`config.mk`:
```
export PLATFORM = sky130hd
export DESIGN_NAME = dbi_wr_bridge
export DESIGN_NICKNAME = d
export VERILOG_FILES = /design/src/rtl/dbi_wr_pkg.sv /design/src/rtl/dbi_wr_timer.sv /design/src/rtl/dbi_wr_hold.sv /design/src/rtl/dbi_te_catch.sv /design/src/rtl/dbi_wr_bridge.sv
export SDC_FILE = /design/constraint.sdc
export NUM_CORES = 1
export LEC_CHECK = 0
export BUFFER_PORTS_ARGS = -buffer_cell sky130_fd_sc_hd__buf_4
export CAP_MARGIN = 20
export CORE_UTILIZATION = 41
export DETAILED_ROUTE_END_ITERATION = 12
export PLACE_DENSITY = 0.77
export SETUP_SLACK_MARGIN = 0.5
export SLEW_MARGIN = 20
export SYNTH_ARGS = -nofsm -noshare
export SYNTH_HDL_FRONTEND = slang
export SYNTH_SLANG_ARGS = --single-unit
```
`constraint.sdc`:
```
create_clock -name clk -period 1.7 [get_ports clk]
set_clock_uncertainty 0.05 [all_clocks]
set_input_delay 0.34 -clock clk [delete_from_list [all_inputs] [get_ports clk]]
set_output_delay 0.34 -clock clk [all_outputs]
set_load 0.05 [all_outputs]
```
`src/rtl/dbi_wr_pkg.sv`:
```
package dbi_wr_pkg;

  typedef enum logic [1:0] {
    PH_IDLE  = 2'd0,
    PH_SETUP = 2'd1,
    PH_LOW   = 2'd2,
    PH_HIGH  = 2'd3
  } dbi_phase_e;

  function automatic int unsigned dbi_max3(input int unsigned a, input int unsigned b,
                                           input int unsigned c);
    int unsigned m;
    m = (a > b) ? a : b;
    return (m > c) ? m : c;
  endfunction

  function automatic int unsigned dbi_cnt_w(input int unsigned top);
    return (top < 2) ? 1 : $clog2(top);
  endfunction

endpackage

```
`src/rtl/dbi_wr_timer.sv`:
```
module dbi_wr_timer
  import dbi_wr_pkg::*;
#(
  parameter int unsigned SETUP_CYC = 1,
  parameter int unsigned WR_LOW    = 2,
  parameter int unsigned WR_HIGH   = 1
) (
  input  logic clk,
  input  logic rst_n,
  input  logic start,
  output logic idle,
  output logic cs_n,
  output logic wr_n
);

  localparam int unsigned CNT_W = dbi_cnt_w(dbi_max3(SETUP_CYC, WR_LOW, WR_HIGH));
  localparam logic [CNT_W-1:0] SETUP_LD = CNT_W'(SETUP_CYC - 1);
  localparam logic [CNT_W-1:0] LOW_LD   = CNT_W'(WR_LOW - 1);
  localparam logic [CNT_W-1:0] HIGH_LD  = CNT_W'(WR_HIGH - 1);

  dbi_phase_e       phase_q, phase_d;
  logic [CNT_W-1:0] cnt_q, cnt_d;
  logic             cs_n_q, wr_n_q;
  logic             cnt_zero;

  assign cnt_zero = (cnt_q == '0);

  always_comb begin
    phase_d = phase_q;
    cnt_d   = cnt_q;
    unique case (phase_q)
      PH_IDLE: begin
        if (start) begin
          phase_d = PH_SETUP;
          cnt_d   = SETUP_LD;
        end
      end
      PH_SETUP: begin
        if (cnt_zero) begin
          phase_d = PH_LOW;
          cnt_d   = LOW_LD;
        end else begin
          cnt_d = cnt_q - 1'b1;
        end
      end
      PH_LOW: begin
        if (cnt_zero) begin
          phase_d = PH_HIGH;
          cnt_d   = HIGH_LD;
        end else begin
          cnt_d = cnt_q - 1'b1;
        end
      end
      PH_HIGH: begin
        if (cnt_zero) begin
          phase_d = PH_IDLE;
          cnt_d   = '0;
        end else begin
          cnt_d = cnt_q - 1'b1;
        end
      end
      default: begin
        phase_d = PH_IDLE;
        cnt_d   = '0;
      end
    endcase
  end

  always_ff @(posedge clk or negedge rst_n) begin
    if (!rst_n) begin
      phase_q <= PH_IDLE;
      cnt_q   <= '0;
      cs_n_q  <= 1'b1;
      wr_n_q  <= 1'b1;
    end else begin
      phase_q <= phase_d;
      cnt_q   <= cnt_d;
      cs_n_q  <= (phase_d == PH_IDLE);
      wr_n_q  <= (phase_d != PH_LOW);
    end
  end

  assign idle = (phase_q == PH_IDLE);
  assign cs_n = cs_n_q;
  assign wr_n = wr_n_q;

endmodule

```
`src/rtl/dbi_wr_hold.sv`:
```
module dbi_wr_hold #(
  parameter int unsigned BUS_W = 16
) (
  input  logic             clk,
  input  logic             rst_n,
  input  logic             load,
  input  logic             sel_in,
  input  logic [BUS_W-1:0] data_in,
  output logic             dc,
  output logic [BUS_W-1:0] data
);

  logic             dc_q, dc_d;
  logic [BUS_W-1:0] data_q, data_d;

  always_comb begin
    dc_d   = dc_q;
    data_d = data_q;
    if (load) begin
      dc_d   = sel_in;
      data_d = data_in;
    end
  end

  always_ff @(posedge clk or negedge rst_n) begin
    if (!rst_n) begin
      dc_q   <= 1'b1;
      data_q <= '0;
    end else begin
      dc_q   <= dc_d;
      data_q <= data_d;
    end
  end

  assign dc   = dc_q;
  assign data = data_q;

endmodule

```
`src/rtl/dbi_te_catch.sv`:
```
module dbi_te_catch (
  input  logic clk,
  input  logic rst_n,
  input  logic te_in,
  input  logic clr,
  output logic flag
);

  logic [2:0] sync_q, sync_d;
  logic       flag_q, flag_d;
  logic       rise;

  assign rise = sync_q[1] & ~sync_q[2];

  always_comb begin
    sync_d = {sync_q[1:0], te_in};
    flag_d = rise | (flag_q & ~clr);
  end

  always_ff @(posedge clk or negedge rst_n) begin
    if (!rst_n) begin
      sync_q <= '0;
      flag_q <= 1'b0;
    end else begin
      sync_q <= sync_d;
      flag_q <= flag_d;
    end
  end

  assign flag = flag_q;

endmodule

```
`src/rtl/dbi_wr_bridge.sv`:
```
module dbi_wr_bridge
  import dbi_wr_pkg::*;
#(
  parameter int unsigned ADDR_W    = 24,
  parameter int unsigned BUS_W     = 16,
  parameter int unsigned DC_BIT    = 16,
  parameter int unsigned SETUP_CYC = 1,
  parameter int unsigned WR_LOW    = 2,
  parameter int unsigned WR_HIGH   = 1
) (
  input  logic              clk,
  input  logic              rst_n,
  input  logic              wr_valid,
  output logic              wr_ready,
  input  logic [ADDR_W-1:0] wr_addr,
  input  logic [BUS_W-1:0]  wr_data,
  input  logic              te_clr,
  output logic              te_flag,
  output logic              dbi_cs_n,
  output logic              dbi_wr_n,
  output logic              dbi_rd_n,
  output logic              dbi_dc,
  output logic [BUS_W-1:0]  dbi_data,
  output logic              dbi_rst_n,
  input  logic              dbi_te
);

  localparam bit SEL_OK = (DC_BIT >= 1) && (DC_BIT < ADDR_W);

  logic [1:0] rsync_q;
  logic       srst_n;
  logic       idle;
  logic       start;
  logic       sel_bit;
  logic       unused_addr;

  // reset asserted at once, released on the second edge
  always_ff @(posedge clk or negedge rst_n) begin
    if (!rst_n) rsync_q <= 2'b00;
    else        rsync_q <= {rsync_q[0], 1'b1};
  end
  assign srst_n = rsync_q[1];

  generate
    if (SEL_OK) begin : g_sel
      assign sel_bit = wr_addr[DC_BIT];
    end else begin : g_sel_fixed
      assign sel_bit = 1'b1;
    end
  endgenerate
  assign unused_addr = ^wr_addr;

  assign wr_ready = idle & srst_n;
  assign start    = wr_valid & wr_ready;

  dbi_wr_timer #(
    .SETUP_CYC(SETUP_CYC),
    .WR_LOW   (WR_LOW),
    .WR_HIGH  (WR_HIGH)
  ) u_timer (
    .clk  (clk),
    .rst_n(srst_n),
    .start(start),
    .idle (idle),
    .cs_n (dbi_cs_n),
    .wr_n (dbi_wr_n)
  );

  dbi_wr_hold #(
    .BUS_W(BUS_W)
  ) u_hold (
    .clk    (clk),
    .rst_n  (srst_n),
    .load   (start),
    .sel_in (sel_bit),
    .data_in(wr_data),
    .dc     (dbi_dc),
    .data   (dbi_data)
  );

  dbi_te_catch u_te (
    .clk  (clk),
    .rst_n(srst_n),
    .te_in(dbi_te),
    .clr  (te_clr),
    .flag (te_flag)
  );

  assign dbi_rd_n  = 1'b1;
  assign dbi_rst_n = srst_n;

endmodule

```
==> out/metrics.cfg <==
[sta]
fmaxAchievable_mhz = 613
setup_violations = 0
fin_setup_tns_ns = 0
rsz0062_at_grt = true
layout_setup_ws_ns = 0.0683
drv_slew = 0
fin_crit_ns = 1.63
min_period_over_period = 0.960
final-hold-violation-count = 0

[detailed_routing]
remaining_drc_errors = 0
post_drt_via_cell_ratio = 4.66
first_pass_iters = 2
routedWlPerCell_um = 13.7
wl_um = 2270
dr.first_iter.drc_count = 4
vias = 773
ant_nets = 0

[synthesis]
synth-edff-count = 0
yosysSeqAreaShare = 0.645
synthCells = 67
ys_types = 21
synth.yosys.warnings = 0
synthSimpleGateAreaFrac = 0.0515
synthAdderAreaFrac = 0
synth.avg_cell_area_um2 = 16.3
synth_top_family_by_area = multiplexers
muxShareOfSynthArea = 0.219
synth_flop_cell = dfrtp_1
synth-compound-area-share = 0.0309
syn_area_um2 = 1090
ys_ff_latch = 28
synth_xor_area_frac = 0.00802
async_flop_share = 1.00

[layout]
fillers = 170
layout.cells.non_filler = 166
area_growth_pct = 64.5
drive_gt1_frac = 0.706
nets = 182
fin_util = 0.719
n_antenna_cell = 0

[global_route]
grt_antenna_before_repair = 0
grt_pass1_vias = 778
grt_usage = 0.171
grt_max_degree = 22
overflow = 0
grt_pass1_wl_um = 3420

[placed_design]
dp_hpwl_um = 1350
portBuffers = 43
dp_slack_ns = 0.282
dp.cells = 142
gp_congestion = 0.644

[power_and_ir_drop]
p_per_area_nw_per_um2 = 2130
ir_drop_v = 0.00133
p_leak_nw = 0.890
p_total_w = 0.00382

[setup_path]
critPathKind = register to output port
crit_fanout = 3
r2r_cells = 6
cp-start-kind = register
slowest_stage = dfrtp_4
end_kind = output port
cp_cell_sequence = buf_6 > and2_4 > buf_8
max_stage_delay_ns = 0.52
rr_startpoint = rsync_q[1]
ff2ff_setup_slack_ns = 0.13
crit_required_ns = 1.31
r2r-end = u_hold.data[11]
arrival_ns = 1.24

[die]
dieArea_um2 = 2870
core_area_um2 = 2500
io_pins = 68
die_h_um = 53.6
num_rows = 18
start_util = 0.437
die_w_um = 53.6

[outcome]
status = finished, final reports clean

[run]
cap_violations = 0

[hold_path]
min_path_type = primary input to register
hold_depth = 1
min-delay-start = dbi_te
holdPathEnd = u_te.sync_q[0]

[cts]
cts.htree.levels = 1
clk_pin_slew_worst_paths_ns = 0.15
root_buffer = clkbuf_4
cts_buffers = 3
clockBufferDepth = 2
cts_num_sinks = 28
cts_tree = done
clock_latency_ns = 0.32

-- logic make-up after synthesis --
logic type | count (synthesis)
compound gates | 5
xor+xnor | 1
buf+inv | 5
flops | 28
mux | 18
other cells | 1
simple gates | 9
-- power breakdown --
group | internal (W) | switching [W] | leakage [nW]
logic | 0.00115 | 0.00124 | 0.547
registers | 0.000963 | 0.000190 | 0.327
clock network | 0.0000918 | 0.000186 | 0.0150
total | 0.00220 | 0.00162 | 0.890
-- critical path, delay by kind of cell, from the launching register on --
| family | cells | cell delay (ns) |
|---|---|---|
| buf+inv | 2 | 0.27 |
| simple gates | 1 | 0.13 |
| flops | 1 | 0.52 |
-- sequential cells by signal, indices dropped and copies added, names as in the netlist --
| register | count |
|---|---|
| u_timer.phase_q | 2 |
| u_timer.cnt_q | 1 |
| u_hold.data | 16 |
| u_te.flag | 1 |
| u_hold.dc | 1 |
| rsync_q | 2 |
| u_timer.cs_n | 1 |
| u_timer.wr_n | 1 |
| u_te.sync_q | 3 |
-- layer usage --
layer	share of wire	vias up	routed length [um]	track usage
met4	0.0092	0	21	0.0526
met3	0.033	2	76	0.0254
met2	0.54	24	1230	0.323
met1	0.42	387	948	0.198
met5	0	-	0	0
li1	-	360	-	-
-- per-stage QoR --
stage | hold slack (ns) | cell area, um^2
after floorplan | -0.00559 | 1110
after global placement | 0.0742 | 1460
after detailed placement | 0.0758 | 1460
after CTS | 0.0560 | 1760
after global routing | 0.0444 | 1800
final | 0.0677 | 1800
-- cell usage after synthesis, types with 2 or more instances --
cell     number  area share
dfrtp_1      25        0.57
mux2_4       10        0.14
mux2_2        7       0.072
dfstp_2       3       0.072
nor2_1        3       0.010
a21oi_1       2      0.0092
inv_1         2      0.0069
nor2b_1       2       0.011
-- how the worst max path moves through the flow --
stage	startpoint	endpoint	slack, ns	cells after the start
floorplan	rsync_q[1]	u_hold.data[0]	-0.14	4
detailed placement	wr_valid	u_hold.data[6]	0.28	5
global route	rsync_q[1]	wr_ready	0.04	3
finish	rsync_q[1]	wr_ready	0.07	3
CTS	rsync_q[1]	wr_ready	0.07	3
global placement	wr_valid	u_hold.data[13]	0.28	5
-- layout by cell type (no fill, tap or decap) --
cell type,Yosys,layout
nand2b_1,1,1
nand2_4,0,1
clkbuf_4,0,3
o21a_1,1,1
clkbuf_1,0,1
a21oi_1,2,2
conb_1,1,2
nor2_1,3,3
buf_4,1,36
a22o_2,1,1
buf_6,1,26
buf_8,0,4
mux2i_1,1,1
nor2b_1,2,2
dfrtp_2,0,2
dlygate4sd3_1,0,1
dfrtp_1,25,22
and2_4,0,1
xnor2_1,1,1
dfstp_2,3,3
mux2_4,10,17
inv_1,2,2
dfrtp_4,0,1
o22ai_1,1,1
nor3_4,1,1
-- cell type report --
cell class | instances | area, um^2 | share of cell area
Sequential cell | 28 | 711 | 0.396
Clock buffer | 4 | 26.3 | 0.0146
Timing Repair Buffer | 67 | 633 | 0.352
Inverter | 2 | 7.51 | 0.00418
Multi-Input combinational cell | 35 | 382 | 0.212
Tap cell | 30 | 37.5 | 0.0209
-- timing repair --
| item | CTS | global route |
|---|---|---|
| buffers inserted | 13 | 5 |
| cloned | 1 | 0 |
| setup endpoints to repair | 39 | 40 |
| gates resized for setup | 45 | 0 |
| endpoints found under the hold margin | 2 | 0 |
| pin swaps | 2 | 0 |
| hold buffers | 1 | 0 |
Power figures use the tool's default switching activity.
